===== config.mk =====
export PLATFORM = sky130hd
export DESIGN_NAME = hpm_counter
export DESIGN_NICKNAME = d
export VERILOG_FILES = /design/src/rtl/hpm_pkg.sv /design/src/rtl/hpm_gate.sv /design/src/rtl/hpm_step.sv /design/src/rtl/hpm_counter.sv
export SDC_FILE = /design/constraint.sdc
export NUM_CORES = 1
export LEC_CHECK = 0
export CORE_MARGIN = 10
export CORE_UTILIZATION = 30
export CTS_BUF_LIST = sky130_fd_sc_hd__clkbuf_16
export DETAILED_ROUTE_END_ITERATION = 12
export GPL_TIMING_DRIVEN = 1
export PLACE_DENSITY = 0.54
export SYNTH_ARGS = -nofsm -noshare
export SYNTH_HDL_FRONTEND = slang
export SYNTH_SLANG_ARGS = --single-unit

===== constraint.sdc =====
create_clock -name clk -period 10.07 [get_ports clk]
set_input_delay 3.021 -clock clk [delete_from_list [all_inputs] [get_ports clk]]
set_output_delay 3.021 -clock clk [all_outputs]
set_load 0.05 [all_outputs]

===== src/rtl/hpm_pkg.sv =====
package hpm_pkg;

    typedef enum logic [1:0] {
        PRIV_U   = 2'b00,
        PRIV_S   = 2'b01,
        PRIV_RSV = 2'b10,
        PRIV_M   = 2'b11
    } priv_e;

    typedef enum logic [1:0] {
        SEL_CNT_LO = 2'd0,
        SEL_CNT_HI = 2'd1,
        SEL_EVT_LO = 2'd2,
        SEL_EVT_HI = 2'd3
    } word_sel_e;

    // Control bit offsets counted down from the MSB of the event register
    localparam int OFS_OVF  = 0;
    localparam int OFS_MINH = 1;
    localparam int OFS_SINH = 2;
    localparam int OFS_UINH = 3;
    localparam int OFS_VSIN = 4;
    localparam int OFS_VUIN = 5;

    // Lowest counter index that may be programmed
    localparam int FIRST_PROG_IDX = 3;

    typedef struct packed {
        logic m_inh;
        logic s_inh;
        logic u_inh;
        logic vs_inh;
        logic vu_inh;
    } inh_bits_t;

endpackage


===== src/rtl/hpm_gate.sv =====
module hpm_gate
    import hpm_pkg::*;
#(
    parameter int MAX_CTRS = 32,
    parameter int CTR_IDX  = 3
) (
    input  logic                tally_i,
    input  logic [1:0]          priv_i,
    input  logic                virt_i,
    input  logic [MAX_CTRS-1:0] avail_mask_i,
    input  logic [MAX_CTRS-1:0] inhibit_mask_i,
    input  inh_bits_t           inh_i,
    output logic                accept_o
);

    logic mode_block;

    always_comb begin
        unique case (priv_i)
            PRIV_M:  mode_block = inh_i.m_inh;
            PRIV_S:  mode_block = virt_i ? inh_i.vs_inh : inh_i.s_inh;
            PRIV_U:  mode_block = virt_i ? inh_i.vu_inh : inh_i.u_inh;
            default: mode_block = 1'b1;
        endcase
    end

    generate
        if (CTR_IDX < FIRST_PROG_IDX || CTR_IDX >= MAX_CTRS) begin : g_absent
            assign accept_o = 1'b0;
        end else begin : g_present
            assign accept_o = tally_i && avail_mask_i[CTR_IDX]
                              && !inhibit_mask_i[CTR_IDX] && !mode_block;
        end
    endgenerate

endmodule


===== src/rtl/hpm_step.sv =====
module hpm_step #(
    parameter int HALF_W = 32,
    localparam int FULL_W = 2 * HALF_W
) (
    input  logic [FULL_W-1:0] cnt_i,
    input  logic              split_i,
    output logic [FULL_W-1:0] nxt_o,
    output logic              wrap_o
);

    logic [HALF_W-1:0] lo, hi;
    logic              lo_full, hi_full;

    assign lo      = cnt_i[HALF_W-1:0];
    assign hi      = cnt_i[FULL_W-1:HALF_W];
    assign lo_full = &lo;
    assign hi_full = &hi;

    always_comb begin
        nxt_o  = cnt_i;
        wrap_o = lo_full && hi_full;
        if (split_i) begin
            if (lo_full && hi_full) begin
                nxt_o = '0;
            end else if (lo_full) begin
                nxt_o = {hi + HALF_W'(1), lo};
            end else begin
                nxt_o = {hi, lo + HALF_W'(1)};
            end
        end else begin
            nxt_o = cnt_i + FULL_W'(1);
        end
    end

endmodule


===== src/rtl/hpm_counter.sv =====
module hpm_counter
    import hpm_pkg::*;
#(
    parameter int MAX_CTRS = 32,
    parameter int CTR_IDX  = 3,
    parameter int HALF_W   = 32
) (
    input  logic                clk,
    input  logic                rst_n,
    input  logic                tally_i,
    input  logic [1:0]          priv_i,
    input  logic                virt_i,
    input  logic                split_i,
    input  logic [MAX_CTRS-1:0] avail_mask_i,
    input  logic [MAX_CTRS-1:0] inhibit_mask_i,
    input  logic                wr_en_i,
    input  logic [1:0]          wr_sel_i,
    input  logic [HALF_W-1:0]   wr_data_i,
    input  logic [1:0]          rd_sel_i,
    output logic [HALF_W-1:0]   rd_data_o,
    output logic                irq_o
);

    localparam int FULL_W  = 2 * HALF_W;
    localparam int B_OVF   = FULL_W - 1 - OFS_OVF;
    localparam int B_MINH  = FULL_W - 1 - OFS_MINH;
    localparam int B_SINH  = FULL_W - 1 - OFS_SINH;
    localparam int B_UINH  = FULL_W - 1 - OFS_UINH;
    localparam int B_VSIN  = FULL_W - 1 - OFS_VSIN;
    localparam int B_VUIN  = FULL_W - 1 - OFS_VUIN;

    typedef struct packed {
        logic [FULL_W-1:0] cnt;
        logic [FULL_W-1:0] evt;
        logic              irq;
    } state_t;

    state_t state_d, state_q;

    inh_bits_t         inh;
    logic              inc_ok;
    logic [FULL_W-1:0] step_nxt;
    logic              step_wrap;

    assign inh = '{m_inh:  state_q.evt[B_MINH],
                   s_inh:  state_q.evt[B_SINH],
                   u_inh:  state_q.evt[B_UINH],
                   vs_inh: state_q.evt[B_VSIN],
                   vu_inh: state_q.evt[B_VUIN]};

    hpm_gate #(
        .MAX_CTRS(MAX_CTRS),
        .CTR_IDX (CTR_IDX)
    ) u_gate (
        .tally_i       (tally_i),
        .priv_i        (priv_i),
        .virt_i        (virt_i),
        .avail_mask_i  (avail_mask_i),
        .inhibit_mask_i(inhibit_mask_i),
        .inh_i         (inh),
        .accept_o      (inc_ok)
    );

    hpm_step #(
        .HALF_W(HALF_W)
    ) u_step (
        .cnt_i  (state_q.cnt),
        .split_i(split_i),
        .nxt_o  (step_nxt),
        .wrap_o (step_wrap)
    );

    always_comb begin
        state_d = state_q;
        if (wr_en_i) begin
            unique case (word_sel_e'(wr_sel_i))
                SEL_CNT_LO: state_d.cnt[HALF_W-1:0]      = wr_data_i;
                SEL_CNT_HI: state_d.cnt[FULL_W-1:HALF_W] = wr_data_i;
                SEL_EVT_LO: state_d.evt[HALF_W-1:0]      = wr_data_i;
                SEL_EVT_HI: begin
                    state_d.evt[FULL_W-1:HALF_W] = wr_data_i;
                    if (!wr_data_i[HALF_W-1]) begin
                        state_d.irq = 1'b0;
                    end
                end
                default: ;
            endcase
        end else if (inc_ok) begin
            state_d.cnt = step_nxt;
            if (step_wrap && !state_q.evt[B_OVF]) begin
                state_d.evt[B_OVF] = 1'b1;
                state_d.irq        = 1'b1;
            end
        end
    end

    always_ff @(posedge clk) begin
        if (!rst_n) begin
            state_q <= '0;
        end else begin
            state_q <= state_d;
        end
    end

    always_comb begin
        unique case (word_sel_e'(rd_sel_i))
            SEL_CNT_LO: rd_data_o = state_q.cnt[HALF_W-1:0];
            SEL_CNT_HI: rd_data_o = state_q.cnt[FULL_W-1:HALF_W];
            SEL_EVT_LO: rd_data_o = state_q.evt[HALF_W-1:0];
            SEL_EVT_HI: rd_data_o = state_q.evt[FULL_W-1:HALF_W];
            default:    rd_data_o = '0;
        endcase
    end

    assign irq_o = state_q.irq;

    // Assertions

    a_r2_blocked_holds: assert property (@(posedge clk) disable iff (!rst_n)
        (!inc_ok && !wr_en_i) |=> $stable(state_q.cnt));

    a_r3_machine_inhibit: assert property (@(posedge clk) disable iff (!rst_n)
        (priv_i == PRIV_M && state_q.evt[B_MINH] && !wr_en_i) |=> $stable(state_q.cnt));

    a_r4_wrap_to_zero: assert property (@(posedge clk) disable iff (!rst_n)
        (inc_ok && !split_i && (&state_q.cnt) && !wr_en_i) |=> (state_q.cnt == '0));

    a_r5_low_half_holds: assert property (@(posedge clk) disable iff (!rst_n)
        (inc_ok && split_i && (&state_q.cnt[HALF_W-1:0])
         && !(&state_q.cnt[FULL_W-1:HALF_W]) && !wr_en_i)
        |=> (&state_q.cnt[HALF_W-1:0]));

    a_r6_irq_needs_flag: assert property (@(posedge clk) disable iff (!rst_n)
        $rose(irq_o) |-> state_q.evt[B_OVF]);

    a_r6_no_rearm: assert property (@(posedge clk) disable iff (!rst_n)
        (state_q.evt[B_OVF] && !irq_o && !wr_en_i) |=> !irq_o);

    a_r7_irq_sticky: assert property (@(posedge clk) disable iff (!rst_n)
        (irq_o && !wr_en_i) |=> irq_o);

    a_r8_write_discards: assert property (@(posedge clk) disable iff (!rst_n)
        (wr_en_i && wr_sel_i[1]) |=> $stable(state_q.cnt));

endmodule


After elaboration in Yosys (flattened, before gate mapping)
Index checks and enable logic that the tools add are counted.
{"block": "totals", "out_inout_bits": 33, "reg_bits": 129, "input_bits": 108, "elab_cells": 61}
{"block": "classes", "n_addsub": 3, "eq_ne": 14, "mux": 17, "n_reduce_logical": 21}
{"operator": "2-to-1 mux 64 bit", "n": 3}
{"operator": "2-to-1 mux 65 bit", "n": 2}
{"operator": "case mux 32 bit (4 select lines)", "n": 1}
{"operator": "2-to-1 mux 32 bit", "n": 3}
{"operator": "adder 32 x 1 -> 32 bit, second input constant", "n": 2}
{"operator": "adder 64 x 1 -> 64 bit, second input constant", "n": 1}
{"operator": "AND reduction 32 bit", "n": 2}
{"operator": "equality test 2 bit, second input constant", "n": 5}
{"operator": "AND reduction 3 bit", "n": 3}
{"operator": "2-to-1 mux 1 bit", "n": 7}
{"operator": "equality test 2 x 1 -> 1 bit, second input constant", "n": 3}
{"operator": "zero test 2 bit", "n": 3}
{"operator": "!= test 2 x 1 -> 1 bit, second input constant", "n": 3}
{"operator": "logical AND 1 bit", "n": 5}
{"operator": "!= test 4 x 1 -> 1 bit, second input constant", "n": 1}
{"operator": "!= test 4 bit, second input constant", "n": 1}
{"operator": "AND reduction 2 bit", "n": 2}
{"operator": "AND reduction 4 bit", "n": 1}
{"operator": "nonzero test 2 bit", "n": 2}
{"operator": "zero test 1 bit", "n": 3}
{"operator": "case mux 1 bit (3 select lines)", "n": 1}
{"operator": "!= test 2 bit, second input constant", "n": 1}

Logic depth before layout (Yosys ltp)
Gate-level depths: netlist of the first run.
{"block": "logic_depth", "depth_word": 6, "depth_mapped": 12, "ltp_nobuf": 8}

Modules after synthesis
A second synthesis of the first run with hierarchy kept.
{"block": "hier_totals", "hier_cells": 970, "area_unflattened_um2": 8306.7}
{"mod": "hpm_counter", "n_inst": 1, "seq_area_each_um2": 2582.5, "cells_each": 623, "area_per_inst_um2": 6222.2}
{"mod": "hpm_step", "n_inst": 1, "seq_area_each_um2": 0.0, "cells_each": 339, "area_per_inst_um2": 2023.2}
{"mod": "hpm_gate", "n_inst": 1, "seq_area_each_um2": 0.0, "cells_each": 8, "area_per_inst_um2": 61.3}

Least setup slack after synthesis of the first run
OpenSTA, ideal clock, no wires.
{"block": "synth_timing", "path_kind": "input -> output", "startpoint": "input rd_sel_i[1]", "endpoint": "output rd_data_o[6]", "path_buffers": 3, "path_slack_ps": 2387, "required_time_ps": 7049, "path_stages": 4, "arrival_ps": 4662, "path_cell_list": "clkbuf_1 clkbuf_1 clkbuf_1 mux4_1"}
{"block": "synth_via", "elab_chain_cells": 2, "word_cells_on_any_way": 5, "classes_between": "eq/ne: 3; mux: 1; reduce/logical: 1"}
{"element": "start: declaration", "line": "hpm_counter.sv:19", "rtl": "input logic [1:0] rd_sel_i,"}
{"element": "equality test 2 bit, or another cell as far along", "line": "hpm_counter.sv:106", "rtl": "unique case (word_sel_e'(rd_sel_i))"}
{"element": "case mux 32 bit (4 select lines) (*)", "line": "hpm_counter.sv:106"}
{"element": "end: declaration", "line": "hpm_counter.sv:20", "rtl": "output logic [HALF_W-1:0] rd_data_o,"}
Every way passes the cells marked *; elsewhere a longest branch is shown, timed or not.

Worst setup path in the final report of the first run
{"block": "layout_timing", "startpoint": "input rd_sel_i[0]", "endpoint": "output rd_data_o[6]"}
Same word-level chain as after synthesis.

==> results of run 1 <==
## registers in the layout, summed over array words and instances, names as in the netlist
signal and flops:
state_q 123, inh 5, irq_o 1
## kinds of logic (layout without fill, tap and decap cells)
family,Yosys count,in the layout
AND/OR/NAND/NOR,416,416
buffers and inverters,88,136
AO/OA/AOI/OAI,291,291
multiplexers,36,36
XOR/XNOR,2,2
flip-flops,129,129
adder cells (fa/ha/maj),2,2
## through the flow
| step | util [%] | instance area (um2) | hold WS, ns |
|---|---|---|---|
| 6_report | 37.0 | 9090 | 0.450 |
| 3_5_place_dp | 34.7 | 8520 | 0.442 |
| 2_1_floorplan | - | 7540 | 0.429 |
| 5_1_grt | 37.0 | 9090 | 0.469 |
| 3_3_place_gp | 34.7 | 8520 | 0.435 |
| 4_1_cts | 37.0 | 9090 | 0.450 |
## power by group through the flow
stage	Clock (uW)	Sequential (uW)	Combinational [uW]
after floorplan	0	549	108
after global placement	0	558	170
after detailed placement	0	558	171
after CTS	619	547	171
after global routing	645	550	185
final	611	548	171
## worst min path at each step
stage	start	to	slack, ns	cells past startpoint
finish	state_q[46]	state_q[46]	0.45	2
global route	state_q[46]	state_q[46]	0.47	2
CTS	state_q[46]	state_q[46]	0.45	2
detailed placement	state_q[46]	state_q[46]	0.44	2
global placement	state_q[38]	state_q[38]	0.43	2
floorplan	state_q[38]	state_q[38]	0.43	2
## critical path: stages
cell             delay (ns)
buf_2                  0.79
mux4_1                 0.69
clkdlybuf4s50_1        0.74
## cells in the mapped netlist, types with 5 or more instances
library cell | n | area share (%)
nand2_1 | 207 | 10
dfxtp_1 | 129 | 34
a21oi_1 | 116 | 7.7
o21ai_0 | 64 | 4.2
clkbuf_1 | 55 | 2.7
nand3_1 | 45 | 3.0
nor2_1 | 45 | 2.2
mux4_2 | 31 | 9.3
nand4_1 | 21 | 1.7
nor3_1 | 20 | 1.3
o31ai_1 | 20 | 2.0
and4_1 | 19 | 2.2
and3_1 | 17 | 1.4
a31oi_1 | 16 | 1.3
buf_2 | 15 | 1.0
inv_1 | 11 | 0.55
nor4_1 | 9 | 0.75
o21ai_1 | 9 | 0.60
and2_1 | 8 | 0.66
o31a_1 | 7 | 0.81
o22ai_1 | 6 | 0.50
buf_1 | 5 | 0.25
o21a_1 | 5 | 0.50
## layout make-up
class	instances	area [um2]	share of cell area, %
Multi-Input combinational cell	747	4620	50.8
Sequential cell	129	2580	28.4
Clock inverter	15	144	1.58
Clock buffer	17	425	4.68
Timing Repair Buffer	91	863	9.50
Inverter	13	48.8	0.537
Tap cell	324	405	4.46
## routing by layer
metal  up-vias  share of wire (%)
met2       262                 48
met3        36                5.8
met5         -                  0
li1       3662                  -
met1      3844                 44
met4         0                1.7
==> results.md, run 1 <==
* Pwr/cell area at 146 nW/um2
* Setup_tns at 0 ns
* Initial Utilization at 30.7%
* Period utilisation layout at 82.5%
* DRC viols at 0
* Flop-to-flop setup slack at 6.27 ns
* GR Layer Usage met1 at 23.1%
* Vias per inst at 5.84
* First-pass GRT wire length at approximately 45000 um
* CP Data Arrival Time at 5.28 ns
* Peak VDD IR at 0.110 mV
* Port Buf Inserts at 78
* Commonest non-fill, non-tap cell in the layout: nand2_1
* Post-synthesis mux area share at 10.2%
* Most frequent cells in the layout: 207 x nand2_1, 129 x dfxtp_1, 116 x a21oi_1, 75 x clkdlybuf4s50_1, 64 x o21ai_0
* Gate Count Post-Synth at just under 1000
* Clock latency reported for the late side of the worst-skew pair at 0.43 ns
* Layout Cells excl Fill at between 1000 and 1500
* Post-DP HPWL at 19400 um
* Post CTS Setup Buffer Count at 0
* Crit path kind: primary input to primary output
* Setup WS pre-CTS at ~1.7 ns
* Placed Cells at 1304
* Post-Syn Nets at 1074
* FMAX at ~0.12 GHz
* Final setup viols at 0
* Final Routed Wirelength at 28500 um
* Largest net degree at the start of global routing at 71
* Comb pwr share at 12.8%
* Core Rows at 57
* Inserted Diodes at 0
* 1st-iter DRT viols at 661
* H-tree Lvls at 4
* Avg Cell Area, Syn at 7.82 um2
* Max-cap violations at 0
* CTS Hold Bufs at 0
* Vias at around 8000
* Fillers at 2639
* Synth Area in Simple Gates at a little over a quarter
* CTS tree: yes
* Internal power at 952 uW
* RR Endpoint: state_q[109]
* Sequential share of power at 41.2%
* Leak at 0.00296 uW
* CP startpoint: rd_sel_i[0]
* Post-Synth Adder-Cell Area at less than 1%
* GRT Util Overall at 17.8%
* Worst-case clock buffer depth at 2
* Met3 Use GR at 2.81%
* Async S/R FF share, synth at 0%
* Congestion Overflow GR at 0
* Final Power at 1330 uW
* Core area at about 25000 um2
* Met2 usage at 29.9%
* Antenna viol nets, final at 0
* Final worst slack at 1.77 ns
* Compound-Gate Fraction of Synth Area at 23.4%
* Switching share of power at between 20% and 30%
* Status: completed
* Main flop type after synthesis: dfxtp_1
* Synth-to-layout area growth at 20.6%
* Crit end category: primary output
* Clk network pwr share at a little under half
* Final #Nets at 1109
* Final-report max-slew violation count at 0
* Io pins at ~140
* Full die area at 31900 um2
* Yosys reg bits at 129
* Min Tclk post-route at around 8.3 ns
* Net switching power at roughly 380 uW
* Crit path capture: rd_data_o[6]
* Synthesis warning total at 0
* Area of the mapped netlist at 7540 um2
* Synth cell types at between 60 and 70
* DIE HEIGHT at 179 um
* Synth Area in XOR/XNOR at 0.232%
* Die width at 179 um
* Main combinational cell family by area after synthesis: simple AND/OR/NAND/NOR gates
* Drt pass-1 iters at 6
* Actual slew at the worst max-slew pin at around 1.2 ns
* Busiest grt layer: met2
* Clock sinks at ~130
* Number of buffers created by CTS at 17
* Startpoint Class: primary input
* Skew final at about 0.010 ns
* EDFF count, synth at 0
* Worst hold path type: flop to flop
* GPL Wtd Cong at 0.883
* Clock root cell: clkbuf_16
* RSZ-0062 raised after global routing: false
* Worst r2r src: state_q[65]
* Depth of the worst register-to-register path at 8
* Share of cells above drive strength 1 at a little under a tenth
* Clock slew at reported path FFs at 0.06 ns
* Worst Path Required at 7.05 ns
* Vias in the first global route at around 7600
* Initial antenna violation count at 0
* Final hold vios at 0
* Number of gates resized after CTS at 0
* Register area share after synthesis at 34.3%
* Crit Path Max Fanout at 32
* Drt wl/cell at 21.3 um
* Slew headroom at 21.6%
Note: power is estimated with default switching activity, not from simulation.
==> run 2: changes to the inputs <==
==> constraint.sdc (replaced) <==
create_clock -name clk -period 8.51 [get_ports clk]
set_input_delay 2.553 -clock clk [delete_from_list [all_inputs] [get_ports clk]]
set_output_delay 2.553 -clock clk [all_outputs]
set_load 0.05 [all_outputs]
==> run 2 against run 1 <==
Register-to-register slack worse by 1.3 ns. Core utilization up 0.17 points. Sequential power rose by 18%. Combinational power is 19% higher. Sequential share of layout area down 0.13 points. Non-clock buffer count up 4. Clock skew shrank 0.0045 ns. Global-route usage hardly changed. Highest routed layer unchanged. Critical endpoint is now rd_data_o[13].
==> results.md, run 2 (synthesized netlist as in run 1, its figures left out) <==
* Status: completed
* Core Rows at 57
* Placed Cells at between 1000 and 1500
* FMAX at 0.139 GHz
* Setup WS pre-CTS at ~1.3 ns
* Final-report max-slew violation count at 0
* Number of buffers created by CTS at 17
* Crit path kind: primary input to primary output
* RSZ-0062 raised after global routing: false
* Comb pwr share at 12.9%
* Drt wl/cell at 21.3 um
* First-pass GRT wire length at roughly 45000 um
* Largest net degree at the start of global routing at 72
* Setup_tns at 0 ns
* Io pins at 141
* Die width at about 180 um
* Final worst slack at 1.34 ns
* Depth of the worst register-to-register path at 8
* Layout Cells excl Fill at 1340
* Vias in the first global route at 7537
* CP Data Arrival Time at between 4 and 5 ns
* Drt pass-1 iters at 7
* Peak VDD IR at around 0.13 mV
* Antenna viol nets, final at 0
* H-tree Lvls at 4
* Number of gates resized after CTS at 0
* Congestion Overflow GR at 0
* Final #Nets at 1113
* GRT Util Overall at 17.8%
* Post-route cell area at 9130 um2
* Initial Utilization at 30.7%
* Worst Path Required at 5.96 ns
* Skew final at 0.00585 ns
* Core area at 24500 um2
* 1st-iter DRT viols at 685
* Synth-to-layout area growth at 21.1%
* Leak at between 0.002 and 0.003 uW
* Final hold vios at 0
* Inserted Diodes at 0
* Most frequent cells in the layout: 207 x nand2_1, 129 x dfxtp_1, 116 x a21oi_1, 75 x clkdlybuf4s50_1, 64 x o21ai_0
* Placed cell area at 8560 um2
* Commonest non-fill, non-tap cell in the layout: nand2_1
* Actual slew at the worst max-slew pin at 1.10 ns
* Post-DP HPWL at a little under 20000 um
* Initial antenna violation count at 0
* CTS tree: yes
* Vias at about 7800
* Most flop-heavy register: state_q
* Sequential cell area at 2580 um2
* Pwr/cell area at about 170 nW/um2
* Fillers at 2595
* Clock sinks at 129
* Max-cap violations at 0
* Met1 Wirelength at 12400 um
* Area of the multi-input gates at ~4600 um2
* Worst-case clock buffer depth at 2
* Sequential share of power at 41.1%
* Clk network pwr share at 46.0%
* Final setup viols at 0
* Crit Path Max Fanout at 17
* DIE HEIGHT at 179 um
* Clock root cell: clkbuf_16
* CTS Hold Bufs at 0
* Hold Path Depth at 2
* Crit end category: primary output
* Full die area at 31900 um2
* Clock latency reported for the late side of the worst-skew pair at 0.43 ns
* Worst hold path type: flop to flop
* Post CTS Setup Buffer Count at 0
* GPL Wtd Cong at 0.879
* Top sig layer: met4
* Switching share of power at 28.4%
* Met3 wire len at ~1600 um
* DRC viols at 0
* Vias per inst at between 5 and 6
* Startpoint Class: primary input
* Met2 WL at 13700 um
* Max reg flops at 123
* Period utilisation layout at 84.3%
* Internal power at 1130 uW
* Final Power at 1580 uW
* Final Routed Wirelength at 28500 um
* Net switching power at 448 uW
* Min Tclk post-route at 7.17 ns
* Share of cells above drive strength 1 at 9.65%
* Slew headroom at 26.4%
* Port Buf Inserts at 78
* Clock slew at reported path FFs at 0.06 ns
[run 2: cell count changes in the layout (fill, tap and decap cells not counted)]
| cell | delta |
|---|---|
| buf_12 | +1 |
| buf_4 | +3 |
[run 2: critical path: stages]
cell and delay (ns):
buf_2 0.44, buf_4 0.36, mux4_2 0.53, clkdlybuf4s50_1 0.72
[run 2: final timing paths]
| path | startpoint | to | slack [ns] |
|---|---|---|---|
| worst max-delay path | rd_sel_i[1] | rd_data_o[13] | 1.34 |
| worst max register to register | state_q[65] | state_q[106] | 5.02 |
| worst min register to register | state_q[48] | state_q[48] | 0.45 |
| worst min-delay path | state_q[48] | state_q[48] | 0.45 |
[run 2: through the flow]
stage | hold WS, ns | util [%]
floorplan | 0.429 | -
global placement | 0.435 | 34.9
detailed placement | 0.444 | 34.9
CTS | 0.452 | 37.2
global route | 0.468 | 37.2
finish | 0.450 | 37.2
[run 2: layout make-up]
class	count	share of cell area [%]
multi-input combinational	747	50.6
sequential	129	28.3
timing repair buffer	95	9.92
clock buffer	17	4.66
tap	324	4.44
clock inverter	15	1.58
inverter	13	0.535
[run 2: routing by layer]
| metal | global-route usage, % | vias to the layer above |
|---|---|---|
| li1 | - | 3662 |
| met1 | 22.7 | 3814 |
| met2 | 29.6 | 292 |
| met3 | 2.83 | 55 |
| met4 | 6.85 | 0 |
| met5 | 0 | - |
[run 2: power by group through the flow]
stage / logic, uW / registers [uW] / clock network (uW)
after global routing: 221 / 651 / 759
after CTS: 205 / 647 / 732
after global placement: 203 / 660 / 0
final: 204 / 648 / 725
after detailed placement: 204 / 660 / 0
after floorplan: 128 / 650 / 0
